===== config.mk =====
export PLATFORM = sky130hd
export DESIGN_NAME = status_led_sequencer
export DESIGN_NICKNAME = d
export VERILOG_FILES = /design/src/rtl/sled_pkg.sv /design/src/rtl/sled_sync.sv /design/src/rtl/sled_slot_timer.sv /design/src/rtl/sled_fsm.sv /design/src/rtl/status_led_sequencer.sv
export SDC_FILE = /design/constraint.sdc
export NUM_CORES = 1
export LEC_CHECK = 0
export BUFFER_PORTS_ARGS = -buffer_cell sky130_fd_sc_hd__clkbuf_2
export CORE_MARGIN = 2
export CORE_UTILIZATION = 64
export CTS_CLUSTER_SIZE = 20
export DETAILED_ROUTE_END_ITERATION = 8
export PLACE_DENSITY_LB_ADDON = 0.12
export SETUP_SLACK_MARGIN = 0.3
export SYNTH_ARGS = -nofsm -noshare
export SYNTH_HDL_FRONTEND = slang
export SYNTH_SLANG_ARGS = --single-unit

===== constraint.sdc =====
create_clock -name clk -period 2.4 [get_ports clk]
set_input_delay 0.24 -clock clk [delete_from_list [all_inputs] [get_ports clk]]
set_output_delay 0.24 -clock clk [all_outputs]
set_load 0.03 [all_outputs]

===== src/rtl/sled_pkg.sv =====
package sled_pkg;

    localparam int unsigned SLOTS   = 8;
    localparam int unsigned SLOT_W  = $clog2(SLOTS);

    typedef enum logic [2:0] {
        ST_READY   = 3'd0,
        ST_UNCONF  = 3'd1,
        ST_CARRIER = 3'd2,
        ST_PWRFAIL = 3'd3,
        ST_EXTRST  = 3'd4
    } sled_state_e;

    // Bit n of the mask is the LED level during slot n.
    function automatic logic [SLOTS-1:0] slot_mask(input sled_state_e st);
        logic [SLOTS-1:0] m;
        unique case (st)
            ST_EXTRST:  m = {SLOTS{1'b1}};
            ST_PWRFAIL: m = (SLOTS)'(8'h1F);
            ST_CARRIER: m = (SLOTS)'(8'h0F);
            ST_UNCONF:  m = (SLOTS)'(8'h01);
            default:    m = '0;
        endcase
        return m;
    endfunction

endpackage


===== src/rtl/sled_sync.sv =====
module sled_sync #(
    parameter int unsigned WIDTH   = 4,
    parameter int unsigned STAGES  = 2,
    parameter logic [WIDTH-1:0] RST_VAL = '1
) (
    input  logic             clk,
    input  logic             rst,
    input  logic [WIDTH-1:0] async_i,
    output logic [WIDTH-1:0] sync_o
);

    logic [WIDTH-1:0] stage_q [STAGES];

    always_ff @(posedge clk) begin
        if (rst) stage_q[0] <= RST_VAL;
        else     stage_q[0] <= async_i;
    end

    generate
        for (genvar s = 1; s < STAGES; s++) begin : g_stage
            always_ff @(posedge clk) begin
                if (rst) stage_q[s] <= RST_VAL;
                else     stage_q[s] <= stage_q[s-1];
            end
        end
    endgenerate

    assign sync_o = stage_q[STAGES-1];

endmodule


===== src/rtl/sled_slot_timer.sv =====
module sled_slot_timer #(
    parameter int unsigned SLOT_CYCLES = 3_022_500
) (
    input  logic clk,
    input  logic rst,
    input  logic restart,
    output logic tick
);

    localparam int unsigned CW   = $clog2(SLOT_CYCLES + 1);
    localparam logic [CW-1:0] LAST = CW'(SLOT_CYCLES - 1);

    logic [CW-1:0] cnt_q;

    assign tick = (cnt_q == LAST) && !restart;

    always_ff @(posedge clk) begin
        if (rst || restart) cnt_q <= '0;
        else if (cnt_q == LAST) cnt_q <= '0;
        else cnt_q <= cnt_q + 1'b1;
    end

endmodule


===== src/rtl/sled_fsm.sv =====
module sled_fsm
    import sled_pkg::*;
(
    input  logic              clk,
    input  logic              rst,
    input  logic              tick,
    input  logic              ext_rst_act,
    input  logic              pwr_fail,
    input  logic              carrier_low,
    input  logic              unconf,
    output sled_state_e       state_q,
    output logic [SLOT_W-1:0] slot_q,
    output logic              restart,
    output logic              led_o
);

    sled_state_e state_d;

    // Fixed priority selection of the next state.
    always_comb begin
        if (ext_rst_act)      state_d = ST_EXTRST;
        else if (pwr_fail)    state_d = ST_PWRFAIL;
        else if (carrier_low) state_d = ST_CARRIER;
        else if (unconf)      state_d = ST_UNCONF;
        else                  state_d = ST_READY;
    end

    assign restart = (state_d != state_q);

    // State and slot register.
    always_ff @(posedge clk) begin
        if (rst) begin
            state_q <= ST_READY;
            slot_q  <= '0;
        end else if (restart) begin
            state_q <= state_d;
            slot_q  <= '0;
        end else if (tick) begin
            slot_q  <= slot_q + 1'b1;
        end
    end

    // Output register.
    always_ff @(posedge clk) begin
        if (rst) led_o <= 1'b0;
        else begin
            unique case (state_q)
                ST_READY: led_o <= 1'b0;
                ST_EXTRST,
                ST_PWRFAIL,
                ST_CARRIER,
                ST_UNCONF: led_o <= slot_mask(state_q)[slot_q];
                default:  led_o <= 1'b0;
            endcase
        end
    end

endmodule


===== src/rtl/status_led_sequencer.sv =====
module status_led_sequencer
    import sled_pkg::*;
#(
    parameter int unsigned SLOT_CYCLES = 3_022_500,
    parameter int unsigned SYNC_STAGES = 2
) (
    input  logic clk,
    input  logic rst,
    input  logic ext_rst_n_i,
    input  logic pwr_ok_i,
    input  logic pgood_i,
    input  logic cfg_done_i,
    output logic pgood_pull_o,
    output logic led_o
);

    localparam int unsigned HIST = SYNC_STAGES + 1;

    logic [3:0]        raw_in, sync_in;
    logic              ext_rst_n_s, pwr_ok_s, pgood_s, cfg_done_s;
    logic              pull_q;
    logic [HIST-1:0]   pull_hist_q;
    logic              drove_recently;
    logic              carrier_low;
    logic              slot_tick;
    logic              restart;
    sled_state_e       state_q;
    logic [SLOT_W-1:0] slot_q;

    assign raw_in = {ext_rst_n_i, pwr_ok_i, pgood_i, cfg_done_i};

    sled_sync #(
        .WIDTH   (4),
        .STAGES  (SYNC_STAGES),
        .RST_VAL (4'b1111)
    ) u_sync (
        .clk     (clk),
        .rst     (rst),
        .async_i (raw_in),
        .sync_o  (sync_in)
    );

    assign {ext_rst_n_s, pwr_ok_s, pgood_s, cfg_done_s} = sync_in;

    // Open-drain control plus a short history of our own drive.
    always_ff @(posedge clk) begin
        if (rst) begin
            pull_q      <= 1'b0;
            pull_hist_q <= '0;
        end else begin
            pull_q      <= ~pwr_ok_s;
            pull_hist_q <= {pull_hist_q[HIST-2:0], pull_q};
        end
    end

    assign drove_recently = pull_q | (|pull_hist_q);
    assign carrier_low    = ~pgood_s & ~drove_recently;
    assign pgood_pull_o   = pull_q;

    sled_slot_timer #(
        .SLOT_CYCLES (SLOT_CYCLES)
    ) u_timer (
        .clk     (clk),
        .rst     (rst),
        .restart (restart),
        .tick    (slot_tick)
    );

    sled_fsm u_fsm (
        .clk         (clk),
        .rst         (rst),
        .tick        (slot_tick),
        .ext_rst_act (~ext_rst_n_s),
        .pwr_fail    (~pwr_ok_s),
        .carrier_low (carrier_low),
        .unconf      (~cfg_done_s),
        .state_q     (state_q),
        .slot_q      (slot_q),
        .restart     (restart),
        .led_o       (led_o)
    );

endmodule


# --- After elaboration in Yosys (flattened, before gate mapping) ---
# Memories as Yosys holds them, arrays and structs flattened.
# Cells that the tools add are included.
op_classes:
  n_eq_ne: 6
  muxes: 14
  n_lt_le_gt_ge: 1
  addsub: 2
  n_bitwise: 8
  reduce_logical: 8
ops:
  columns: ["op", "n"]
  rows:
  - ["case mux 8 bit (4 select lines)", 1]
  - ["adder 22 x 1 -> 22 bit (second input constant)", 1]
  - ["== test 22 bit (second input constant)", 1]
  - ["two-way mux 8 bit", 2]
  - ["two-way mux 3 bit", 3]
  - ["two-way mux 4 bit", 2]
  - ["== test 3 x 2 -> 1 bit (second input constant)", 2]
  - ["OR reduction 2 bit", 3]
  - ["two-way mux 1 bit", 5]
  - ["< comparator 3 x 4 -> 1 bit (second input constant)", 1]
  - ["NOT 1 bit", 4]
  - ["OR reduction 4 bit", 1]
  - ["adder 3 x 1 -> 3 bit (second input constant)", 1]
  - ["binary-select mux 1 bit (select 3 bit)", 1]
  - ["== test 3 x 1 -> 1 bit (second input constant)", 1]
  - ["== test 3 bit (second input constant)", 1]
  - ["inequality test 3 bit", 1]
  - ["bitwise OR 1 bit", 3]
  - ["OR reduction 3 bit", 1]
  - ["AND 1 bit", 1]
  - ["logical AND 1 bit", 1]
  - ["zero test 1 bit", 1]
  - ["logical OR 1 bit", 1]
word_totals:
  output_inout_bits: 2
  inputBits: 6
  memories: 1
  ff_bits: 33
  ram_bits: 8
  wordCells: 46
mem_list:
  columns: ["memory", "depth", "width", "rd", "rd_clocked_by_memory_dff", "wr", "line", "rtl"]
  rows:
  - ["u_sync.stage_q", 2, 4, 2, 0, 2, "sled_sync.sv:12", "logic [WIDTH-1:0] stage_q [STAGES];"]

# --- Logic depth before layout (Yosys ltp) ---
# Gate-level depths: netlist of run 1.
depth:
  depth_word: 10
  depth_mapped: 6
  ltp_nobuf: 5

# --- Modules after synthesis ---
# A second synthesis of run 1 with hierarchy kept.
unflattened:
  hier_cells: 187
  area_unflattened_um2: 1721.7
modules_own_cells:
  columns: ["mod", "seq_area_each_um2", "cells_per_inst", "area_per_inst_um2", "instances"]
  rows:
  - ["sled_slot_timer", 440.4, 122, 1051.0, 1]
  - ["sled_fsm", 140.1, 36, 335.3, 1]
  - ["sled_sync", 160.2, 16, 210.2, 1]
  - ["status_led_sequencer", 80.1, 13, 125.1, 1]

# --- Worst setup path before layout of run 1 ---
# OpenSTA, ideal clock, no wires.
synth_timing:
  path_type: "register -> register"
  startpoint: "register pull_q, in the netlist pgood_pull_o"
  endpoint: "register u_timer.cnt_q[6]"
  setup_time_ns: 0.115
  t_required_ns: 2.285
  arrival_time_ns: 1.455
  stages_incl_launch_ff: 7
  setup_slack_ns: 0.830
  synth_period_minus_slack_ns: 1.570
  cell_sequence: "dfxtp_1 -> nor2_1 -> a31oi_1 -> mux2_2 -> nand2_1 -> buf_4 -> nor2_1"
synth_between:
  elab_chain_cells: 9
synth_lines:
  columns: ["item", "line", "rtl"]
  rows:
  - ["start, declared", "status_led_sequencer.sv:21", "logic pull_q;"]
  - ["start signal, assigned", "status_led_sequencer.sv:51", "pull_q <= ~pwr_ok_s;"]
  - ["bitwise OR 1 bit", "status_led_sequencer.sv:56", "assign drove_recently = pull_q | (|pull_hist_q);"]
  - ["NOT 1 bit", "status_led_sequencer.sv:57", "assign carrier_low = ~pgood_s & ~drove_recently;"]
  - ["AND 1 bit", "status_led_sequencer.sv:57", null]
  - ["two-way mux 3 bit", "sled_fsm.sv:23", "else if (carrier_low) state_d = ST_CARRIER;"]
  - ["two-way mux 3 bit", "sled_fsm.sv:22", "else if (pwr_fail) state_d = ST_PWRFAIL;"]
  - ["two-way mux 3 bit", "sled_fsm.sv:21", "if (ext_rst_act) state_d = ST_EXTRST;"]
  - ["inequality test 3 bit", "sled_fsm.sv:28", "assign restart = (state_d != state_q);"]
  - ["logical OR 1 bit", "sled_slot_timer.sv:18", "if (rst || restart) cnt_q <= '0;"]
  - ["OR reduction 2 bit (no source line)", null, null]
  - ["end signal, assigned", "sled_slot_timer.sv:20", "else cnt_q <= cnt_q + 1'b1;"]
  - ["end, declared", "sled_slot_timer.sv:13", "logic [CW-1:0] cnt_q;"]
# Every way passes these cells.
# A chain may end at the register's enable or synchronous reset.

# --- Worst setup path in the final report of run 1 ---
layout_timing:
  startpoint: "register pull_hist_q[1]"
  endpoint: "register u_timer.cnt_q[8]"
layout_between:
  elab_chain_cells: 10
layout_lines:
  columns: ["item", "line", "rtl"]
  rows:
  - ["start, declared", "status_led_sequencer.sv:22", "logic [HIST-1:0] pull_hist_q;"]
  - ["start signal, assigned", "status_led_sequencer.sv:52", "pull_hist_q <= {pull_hist_q[HIST-2:0], pull_q};"]
  - ["OR reduction 3 bit", "status_led_sequencer.sv:56", null]
  - ["bitwise OR 1 bit", "status_led_sequencer.sv:56", null]
  - ["NOT 1 bit", "status_led_sequencer.sv:57", null]
  - ["AND 1 bit", "status_led_sequencer.sv:57", null]
  - ["two-way mux 3 bit", "sled_fsm.sv:23", null]
  - ["two-way mux 3 bit", "sled_fsm.sv:22", null]
  - ["two-way mux 3 bit", "sled_fsm.sv:21", null]
  - ["inequality test 3 bit", "sled_fsm.sv:28", null]
  - ["logical OR 1 bit", "sled_slot_timer.sv:18", null]
  - ["OR reduction 2 bit (no source line)", null, null]
# Every way passes these cells.

==> results of run 1 <==
[power by group through the flow]
stage | clock network (W) | logic (W) | registers (W)
final | 0.000344 | 0.0000575 | 0.000705
after CTS | 0.000353 | 0.0000577 | 0.000705
after floorplan | 0 | 0.0000458 | 0.000721
after global routing | 0.000381 | 0.0000650 | 0.000707
after detailed placement | 0 | 0.0000576 | 0.000720
after global placement | 0 | 0.0000558 | 0.000719
[state kept, by name, summed over array words and instances (netlist names)]
register        cells
pgood_pull_o        1
pull_hist_q         3
u_fsm.led_o         1
u_fsm.slot_q        3
u_fsm.state_q       3
u_sync.stage_q      8
u_timer.cnt_q      22
[cell usage after synthesis, types with 2 or more instances]
cell	number	area, um2
dfxtp_1	41	820.8
nor2_1	40	150.1
xnor2_1	19	166.4
nand2_1	11	41.29
nand3_1	8	40.04
or2_2	8	50.05
nor3_1	7	35.03
nor2b_1	5	31.28
a21oi_1	4	20.02
inv_1	4	15.01
nand2b_1	3	18.77
nor4_1	3	18.77
xor2_1	3	26.28
a21bo_2	2	20.02
and3_1	2	12.51
ha_1	2	25.02
nand3_2	2	20.02
nand4_1	2	12.51
nor4_2	2	25.02
[cell families (layout without fill, tap and decap cells)]
family	count (synthesis)	count (layout)	share of synthesized area [%]
XOR/XNOR	22	22	11.09
flip-flops	41	41	47.23
multiplexers	2	2	1.224
AO/OA/AOI/OAI	9	9	3.600
adder cells (fa/ha/maj)	2	2	1.440
buffers and inverters	7	18	2.159
AND/OR/NAND/NOR	102	102	33.26
[final cells by class]
cell class,instances,area (um2)
multi-input cells,137,879.6
well taps,30,37.54
flip-flops and latches,41,820.8
fillers,193,679.4
inverters,4,15.01
clock buffers,7,55.05
repair buffers,7,35.03
[layer usage]
metal	up-vias	GRT usage, %	wire, um
li1	638	-	-
met1	571	29.07	1446
met2	25	29.92	1195
met3	10	5.349	105
met4	0	13.95	94
met5	-	0	0
[worst paths after layout]
kind,start,endpoint,slack (ps)
min,pgood_i,u_sync.stage_q[0][1]$_SDFF_PP1_,70
min reg2reg,u_sync.stage_q[0][2]$_SDFF_PP1_,u_sync.stage_q[1][2]$_SDFF_PP1_,420
max,pull_hist_q[1]$_SDFF_PP0_,u_timer.cnt_q[8]$_SDFF_PP0_,640
max reg2reg,pull_hist_q[1]$_SDFF_PP0_,u_timer.cnt_q[8]$_SDFF_PP0_,640
[stage by stage]
step / power (W) / utilization (%) / setup WS [ps] / area [um2]
after CTS: 0.001115 / 73.07 / 659.1 / 1843
after floorplan: 0.0007666 / - / 830.0 / 1738
after detailed placement: 0.0007780 / 70.88 / 655.0 / 1788
after global routing: 0.001153 / 73.07 / 392.6 / 1843
final: 0.001106 / 73.07 / 643.5 / 1843
after global placement: 0.0007750 / 70.88 / 699.4 / 1788
[cells in the final DEF (no fill, tap or decap), types with 2 or more instances in the layout]
cell	count
a21bo_2	2
a21oi_1	4
and3_1	2
clkbuf_2	7
clkbuf_4	5
dfxtp_1	41
ha_1	2
inv_1	4
nand2_1	11
nand2b_1	3
nand3_1	8
nand3_2	2
nand4_1	2
nor2_1	40
nor2b_1	5
nor3_1	7
nor4_1	3
nor4_2	2
or2_2	8
xnor2_1	19
xor2_1	3
==> results.py, run 1 <==
metrics = {
    "critical_path": {
        "start_kind": "register",
        "crit_arrival_ps": 1990,
        "cpPeakStageDelay_ps": 410,
        "r2r_cells": 5,
        "path_cells": "nor3_1, a31oi_1, mux2_2, nand2_1, nor2_1",
        "crit_buf_inv": 0,
        "cp.depth": 5,
        "cp_slowest_cell": "nor3_1",
        "crit_family": "simple AND/OR/NAND/NOR gates",
        "critPathKind": "register to register",
        "required_ps": 2640,
        "end_kind": "register",
        "worstPathMaxFanout": 12,
    },
    "cts": {
        "cts_tree": "yes",
        "h-tree-depth": 2,
        "clock_latency_ps": 350,
        "cts_num_sinks": 41,
        "clk_pin_slew_ps": 110,
        "cts_max_path_buffers": 2,
        "postCtsSetupRepairBufs": 0,
        "cts_made_buffers": 5,
        "cts_hold_buf": 0,
        "cts_root_buffer": "clkbuf_4",
        "cts_resized": 0,
    },
    "power_and_ir_drop": {
        "seq_power_share_pct": 63.7,
        "power.switching_w": 0.0002514,
        "cellPowerDensity_nw_per_um2": 600.4,
        "switching_share_pct": 22.72,
        "p_clk_share_pct": 31.1,
        "power.leakage_nw": 0.6278,
        "vdd_drop_max_mv": 0.5869,
        "p_int_w": 0.0008551,
        "comb_power_share_pct": 5.2,
    },
    "timing": {
        "hold_ws_ps": 66.78,
        "worstMarginPinSlew_ps": 456.4,
        "drv_slew": 0,
        "timing.fmax_mhz": 569.3,
        "tns_ps": 0,
        "fin_crit_sh_pct": 73.19,
        "rsz0062_at_grt": "false",
        "clock_skew_ps": 6.948,
        "finalHoldViolCount": 0,
        "fin_crit_ps": 1757,
        "setup_viol": 0,
        "relSlewSlack_pct": 69.34,
    },
    "place": {
        "placed_cells": 219,
        "io_buffers": 7,
        "gp_congestion": 0.8232,
        "dp_hpwl_um": 2065,
    },
    "run_status": {
        "status": "finished clean",
    },
    "finish": {
        "area.growth.synth_to_final_pct": 6.048,
        "nets": 204,
        "drive_gt1_share_pct": 17.35,
        "n_antenna_cell": 0,
        "instances_no_fill": 226,
    },
    "synth": {
        "ys_ff_latch": 41,
        "synthFlopType": "dfxtp_1",
        "yosysSeqAreaShare_pct": 47.23,
        "yosysWarnings": 0,
        "synth_edf_count": 0,
        "netlist_area_um2": 1738,
        "syn_inst": 185,
        "syn-num-nets": 193,
        "avgSynthCellArea_um2": 9.394,
        "synth.distinct_cells": 36,
        "async_reset_ff_share_pct": 0,
    },
    "flow_run": {
        "drv_cap": 0,
    },
    "drt": {
        "vias_per_cell": 5.504,
        "vias": 1244,
        "drt_pre_antenna_iters": 4,
        "route.detailed.wl_per_inst_um": 12.58,
        "wirelength_um": 2842,
        "first_iter_violations": 38,
        "ant_nets": 0,
        "remaining_drc_errors": 0,
    },
    "hold_path": {
        "hp-class": "primary input to register",
        "min_path_cells": 2,
    },
    "global_route": {
        "grt_overflow": 0,
        "grt_pass1_vias": 1191,
        "grt_antenna_before_repair": 0,
        "grt_max_degree": 18,
        "grtUsageTotal_pct": 21.40,
        "grt_pass1_wl_um": 5188,
    },
    "die": {
        "die_area_um2": 3148,
        "num_rows": 18,
        "die_y_um": 56.11,
        "core_um2": 2522,
        "start_util_pct": 68.90,
        "ios": 8,
        "die_x_um": 56.11,
    },
}
No activity file was read; power rests on OpenSTA's default activity.
==> run 2: changes to the inputs <==
--- a/config.mk
+++ b/config.mk
@@ -5,9 +5,10 @@
 export SDC_FILE = /design/constraint.sdc
 export NUM_CORES = 1
 export LEC_CHECK = 0
+export ABC_AREA = 1
 export BUFFER_PORTS_ARGS = -buffer_cell sky130_fd_sc_hd__clkbuf_2
 export CORE_MARGIN = 2
-export CORE_UTILIZATION = 64
+export CORE_UTILIZATION = 54
 export CTS_CLUSTER_SIZE = 20
 export DETAILED_ROUTE_END_ITERATION = 8
 export PLACE_DENSITY_LB_ADDON = 0.12
==> constraint.sdc (replaced) <==
create_clock -name clk -period 1.6 [get_ports clk]
set_input_delay 0.16 -clock clk [delete_from_list [all_inputs] [get_ports clk]]
set_output_delay 0.16 -clock clk [all_outputs]
set_load 0.03 [all_outputs]
==> run 2 against run 1 <==
Synthesized cell count up 31%. Critical endpoint is now u_timer.cnt_q[19]$_SDFF_PP0_. Die area increased by 26%. Combinational power rose to 2.8 times the previous value. Global-route usage fell by 0.21 points. Non-clock buffer count rose by 35. Design area rose by 38%.
==> results.py, run 2 <==
metrics = {
    "run_status": {
        "status": "finished clean",
    },
    "synth": {
        "synth_edf_count": 0,
        "async_reset_ff_share_pct": 0,
        "netlist_area_um2": 1872,
        "yosysSeqAreaShare_pct": 43.85,
        "synth.distinct_cells": 27,
        "synth.top_cell.area_share_pct": 43.85,
        "syn-num-nets": 250,
        "avgSynthCellArea_um2": 7.735,
        "ys_ff_latch": 41,
        "synth_largest_area_cell": "dfxtp_1",
        "synth_commonest_cells": "nor2_1 (48), nand2_1 (42), dfxtp_1 (41), inv_1 (29), xor2_1 (14)",
        "yosysWarnings": 0,
        "syn_inst": 242,
        "synthFlopType": "dfxtp_1",
        "yosys-top-cells-area": "dfxtp_1 (44%), nor2_1 (9.6%), nand2_1 (8.4%)",
        "yosysMostFrequentCell": "nor2_1",
    },
    "timing": {
        "clock_skew_ps": 19.34,
        "tns_ps": 0,
        "relSlewSlack_pct": 80.17,
        "finalHoldViolCount": 0,
        "fin_crit_ps": 1526,
        "worstMarginPinSlew_ps": 297.4,
        "rsz0062_at_grt": "true",
        "drv_slew": 0,
        "setup_viol": 0,
        "timing.fmax_mhz": 655.4,
        "layout_setup_ws_ps": 74.15,
        "fin_crit_sh_pct": 95.37,
    },
    "place": {
        "dp_hpwl_um": 2212,
        "pre_cts_slack_ps": 109.1,
        "io_buffers": 7,
        "gp_congestion": 0.8975,
    },
    "critical_path": {
        "cp_slowest_cell": "dfxtp_2",
        "crit_family": "simple AND/OR/NAND/NOR gates",
        "critPathLaunch": "u_timer.cnt_q[8]$_SDFF_PP0_",
        "rr_endpoint": "u_timer.cnt_q[19]$_SDFF_PP0_",
        "critPathKind": "register to register",
        "worstPathMaxFanout": 5,
        "path_cells": "nand2_2, nor3_2, nand2_1, nor2_4, nand2_4, o21ai_2, nand2_1, inv_2, nor2_4",
        "start_kind": "register",
        "rrSetupSlack_ps": 70,
        "timing.rr.start": "u_timer.cnt_q[8]$_SDFF_PP0_",
        "crit_arrival_ps": 1800,
        "end_kind": "register",
        "crit_buf_inv": 1,
        "cpPeakStageDelay_ps": 410,
        "required_ps": 1880,
        "r2r_cells": 9,
    },
    "power_and_ir_drop": {
        "p_total_w": 0.001775,
        "cellPowerDensity_nw_per_um2": 698.2,
        "vdd_drop_max_mv": 0.6069,
        "power.leakage_nw": 0.9895,
    },
    "hold_path": {
        "hp-class": "primary input to register",
        "min_to": "pgood_pull_o$_SDFF_PP0_",
        "worst_hold_startpoint": "rst",
        "min_path_cells": 2,
    },
    "finish": {
        "final_common_cell": "nor2_1",
        "n_antenna_cell": 0,
        "area.growth.synth_to_final_pct": 35.83,
        "fillCellCount": 238,
        "layout_common_cells": "nor2_1 (37), nand2_1 (33), inv_1 (25), buf_4 (25), dfxtp_1 (24)",
        "fin_util_pct": 76.19,
        "nets": 294,
        "regMostFlops": "u_timer.cnt_q",
        "largest_register_ffs": 22,
        "drive_gt1_share_pct": 42.51,
        "reg_top3": "u_timer.cnt_q x22, u_sync.stage_q x8",
    },
    "cts": {
        "cts_root_buffer": "clkbuf_4",
        "cts_tree": "yes",
        "cts_made_buffers": 5,
        "clock_latency_ps": 370,
        "h-tree-depth": 2,
        "clk_pin_slew_ps": 130,
        "cts_num_sinks": 41,
        "cts_max_path_buffers": 2,
    },
    "drt": {
        "remaining_drc_errors": 0,
        "first_iter_violations": 84,
        "vias_per_cell": 4.904,
        "vias": 1633,
        "drt_pre_antenna_iters": 4,
        "ant_nets": 0,
        "wirelength_um": 4422,
        "route.detailed.wl_per_inst_um": 13.28,
    },
    "die": {
        "ios": 8,
        "die_x_um": 62.88,
        "start_util_pct": 56.09,
        "die_area_um2": 3953,
        "die_y_um": 62.88,
        "num_rows": 21,
        "core_um2": 3337,
    },
    "flow_run": {
        "drv_cap": 0,
    },
    "global_route": {
        "grt_max_degree": 18,
        "grt_overflow": 0,
        "grtUsageTotal_pct": 21.19,
        "grt_antenna_before_repair": 0,
        "grt_pass1_vias": 1433,
        "grt_pass1_wl_um": 6458,
    },
}
[run 2: changes by cell type in the layout (fill, tap and decap cells not counted), moves of 6 or more]
cell     change
buf_4       +25
nand2_1     +22
inv_1       +21
dfxtp_1     -17
xnor2_1     -14
xor2_1      +10
dfxtp_2      +9
nand2_2      +9
nor2_2       +9
dfxtp_4      +8
nor2_4       +8
nor3_2       +8
nand4_1      +6
nor3_1       -6
[run 2: layer usage]
layer | vias up | share of wire [%] | track usage (%)
li1 | 841 | - | -
met3 | 16 | 5.9 | 6.667
met2 | 48 | 45 | 32.85
met4 | 0 | 3.3 | 10.28
met1 | 728 | 46 | 26.55
met5 | - | 0 | 0
[run 2: per-stage QoR]
step / hold slack [ps] / instance area, um2 / std cells
2_1_floorplan: 263.8 / 1921 / 242
3_3_place_gp: 342.6 / 2027 / 295
3_5_place_dp: 344.3 / 2027 / 295
4_1_cts: 132.6 / 2278 / 315
5_1_grt: 181.8 / 2542 / 333
6_report: 141.3 / 2542 / 333
[run 2: repair_timing]
action	in CTS	in global routing
pin swaps	11	24
hold endpoints to repair	4	0
gates resized for setup	21	44
gates cloned	1	1
hold buffers	4	0
buffers inserted	7	17
endpoints found under the setup margin	25	25
[run 2: worst max path at each step]
stage / slack [ps] / cells after the start / to
final: 70 / 9 / u_timer.cnt_q[19]$_SDFF_PP0_
after global routing: 4 / 10 / u_timer.cnt_q[19]$_SDFF_PP0_
after CTS: 160 / 8 / u_timer.cnt_q[2]$_SDFF_PP0_
after detailed placement: 110 / 8 / u_timer.cnt_q[18]$_SDFF_PP0_
after global placement: 110 / 8 / u_timer.cnt_q[16]$_SDFF_PP0_
after floorplan: 220 / 8 / u_timer.cnt_q[16]$_SDFF_PP0_
[run 2: kinds of logic after synthesis]
group	share of synthesized area (%)
xor+xnor	8.890
simple gates	36.70
flops	43.85
compound gates	1.538
fa+ha+maj	1.337
buf+inv	7.687
[run 2: final cells by class]
class	count	area, um2	area share [%]
sequential	41	862.1	33.91
multi-input combinational	167	1094	43.01
clock buffer	6	51.30	2.018
tap	46	57.56	2.264
inverter	29	111.4	4.380
clock inverter	2	13.76	0.5413
timing repair buffer	42	352.8	13.88
[run 2: worst reg2reg max path: stages (launching register included)]
cell and delay [ps]:
dfxtp_2 410, nand2_2 100, nor3_2 200, nand2_1 140, nor2_4 170, nand2_4 100, o21ai_2 120, nand2_1 80
inv_2 70, nor2_4 30
[run 2: where the power goes]
part | total [W] | switching, W | internal, W
sequential | 0.00104 | 0.0000131 | 0.00103
clock | 0.000571 | 0.000357 | 0.000214
combinational | 0.000161 | 0.0000833 | 0.0000776
==> run 3: changes to the inputs <==
--- a/config.mk
+++ b/config.mk
@@ -8,7 +8,8 @@
 export ABC_AREA = 1
 export BUFFER_PORTS_ARGS = -buffer_cell sky130_fd_sc_hd__clkbuf_2
 export CORE_MARGIN = 2
-export CORE_UTILIZATION = 54
+export CORE_UTILIZATION = 57
+export CTS_BUF_LIST = sky130_fd_sc_hd__clkbuf_2
 export CTS_CLUSTER_SIZE = 20
 export DETAILED_ROUTE_END_ITERATION = 8
 export PLACE_DENSITY_LB_ADDON = 0.12
==> run 3 against run 2 <==
Worst hold slack lost 63 ps. Utilization grew 0.15 points. Clock power grew 12%. Combinational power grew 2%. Setup slack lost 31 ps. Power grew 4.5%. Via count shrank 5.8%. Global-route usage shrank 0.65 points. Design area shrank 7.6%. Sequential share of layout area grew 2.3 points. Maximum frequency shrank 2.0%. Critical path type unchanged. Largest cell class unchanged. Largest power group unchanged.
==> results.py, run 3 (same netlist as run 2, synthesis figures left out) <==
metrics = {
    "power_and_ir_drop": {
        "p_int_w": 0.001391,
        "power.leakage_nw": 0.9112,
        "switching_share_pct": 25.01,
        "vdd_drop_max_mv": 0.7751,
        "comb_power_share_pct": 8.9,
        "power.switching_w": 0.0004640,
        "cellPowerDensity_nw_per_um2": 789.5,
        "p_total_w": 0.001855,
        "p_clk_share_pct": 34.4,
        "seq_power_share_pct": 56.7,
    },
    "finish": {
        "final_common_cell": "nor2_1",
        "multi_input_area_um2": 1022,
        "fin_area_um2": 2350,
        "n_antenna_cell": 0,
        "largest_register_ffs": 22,
        "fillCellCount": 230,
        "regArea_um2": 850.8,
        "drive_gt1_share_pct": 31.37,
        "reg_top3": "u_timer.cnt_q x22, u_sync.stage_q x8",
        "fin_util_pct": 76.34,
        "regMostFlops": "u_timer.cnt_q",
        "nets": 278,
        "area.growth.synth_to_final_pct": 25.53,
        "layout_common_cells": "nor2_1 (44), nand2_1 (38), inv_1 (28)",
    },
    "timing": {
        "setup_viol": 0,
        "drv_slew": 0,
        "timing.fmax_mhz": 642.2,
        "fin_crit_sh_pct": 97.32,
        "relSlewSlack_pct": 80.78,
        "finalHoldViolCount": 0,
        "layout_setup_ws_ps": 42.85,
        "clock_skew_ps": 15.87,
        "worstMarginPinSlew_ps": 288.3,
        "hold_ws_ps": 77.86,
        "fin_crit_ps": 1557,
        "rsz0062_at_grt": "true",
    },
    "die": {
        "die_y_um": 61.31,
        "die_area_um2": 3758,
        "core_um2": 3078,
        "num_rows": 20,
        "start_util_pct": 60.81,
        "die_x_um": 61.31,
        "ios": 8,
    },
    "drt": {
        "wirelength_um": 4032,
        "drt_pre_antenna_iters": 4,
        "first_iter_violations": 82,
        "ant_nets": 0,
        "route.detailed.wl_per_inst_um": 12.80,
        "vias_per_cell": 4.886,
        "vias": 1539,
        "remaining_drc_errors": 0,
    },
    "global_route": {
        "grt_pass1_vias": 1305,
        "grt_pass1_wl_um": 5602,
        "grt_overflow": 0,
        "grt_max_degree": 23,
        "grtUsageTotal_pct": 20.54,
        "grt_antenna_before_repair": 0,
    },
    "critical_path": {
        "required_ps": 1930,
        "rrSetupSlack_ps": 40,
        "crit_arrival_ps": 1890,
        "worstPathMaxFanout": 7,
        "end_kind": "register",
        "critPathLaunch": "u_timer.cnt_q[15]$_SDFF_PP0_",
        "start_kind": "register",
        "timing.rr.start": "u_timer.cnt_q[15]$_SDFF_PP0_",
        "critPathKind": "register to register",
    },
    "cts": {
        "clock_latency_ps": 420,
        "cts_root_buffer": "clkbuf_2",
        "clk_pin_slew_ps": 230,
        "cts_made_buffers": 5,
        "cts_max_path_buffers": 2,
        "cts_num_sinks": 41,
        "cts_tree": "yes",
        "h-tree-depth": 2,
    },
    "hold_path": {
        "worst_hold_startpoint": "rst",
        "hp-class": "primary input to register",
    },
    "run_status": {
        "status": "finished clean",
    },
    "place": {
        "dp_hpwl_um": 2206,
        "io_buffers": 7,
        "gp_congestion": 0.8562,
        "pre_cts_slack_ps": 103.1,
        "placed_area_um2": 2009,
    },
    "flow_run": {
        "drv_cap": 0,
    },
}
-- run 3: cell count changes in the layout (fill, tap and decap cells not counted), sizes merged --
cell    before  now
buf         30   13
clkinv       2    1
inv         29   30
bufinv       0    1
-- run 3: stage by stage --
stage | cells | setup TNS, ps
after detailed placement | 291 | 0
after global placement | 291 | 0
final | 315 | 0
after global routing | 315 | -229.9
after floorplan | 242 | 0
after CTS | 304 | 0
-- run 3: timing repair --
action	in CTS	in global routing
gates resized for setup	3	29
cloned	0	3
pin swaps	3	11
setup endpoints to repair	25	25
setup buffers	1	8
hold buffers	4	0
endpoints found under the hold margin	4	0
-- run 3: final cells by class --
class / count / area share (%)
well taps: 44 / 2.343
multi-input cells: 167 / 43.50
clock inverters: 3 / 1.917
clock buffers: 5 / 1.065
flip-flops and latches: 41 / 36.21
repair buffers: 26 / 10.33
inverters: 29 / 4.633
-- run 3: final timing paths --
| path | end | cells after the start |
|---|---|---|
| setup / recovery | u_timer.cnt_q[5]$_SDFF_PP0_ | 7 |
| hold / removal | pull_hist_q[1]$_SDFF_PP0_ | 2 |
| setup reg to reg | u_timer.cnt_q[5]$_SDFF_PP0_ | 7 |
| hold reg to reg | u_sync.stage_q[1][3]$_SDFF_PP1_ | 1 |
-- run 3: power by group through the flow --
stage | logic [W] | clock network, W | registers [W]
floorplan | 0.0000754 | 0 | 0.00108
detailed placement | 0.000101 | 0 | 0.00108
CTS | 0.000109 | 0.000638 | 0.00105
finish | 0.000165 | 0.000638 | 0.00105
global placement | 0.000101 | 0 | 0.00108
global route | 0.000180 | 0.000677 | 0.00106
-- run 3: critical path, stage by stage (launching register included) --
cell and delay [ps]:
dfxtp_1 440, nor3_1 240, nand4_1 180, nor2_2 160
nand2_2 90, nand4_4 140, clkbuf_16 180, nor2_1 40
-- run 3: layer usage --
metal / vias to the layer above / track usage, % / share of wire, %
met1: 685 / 28.55 / 46
li1: 805 / - / -
met5: - / 0 / 0
met3: 10 / 5.252 / 5.7
met4: 0 / 8.385 / 2.0
met2: 39 / 30.40 / 46
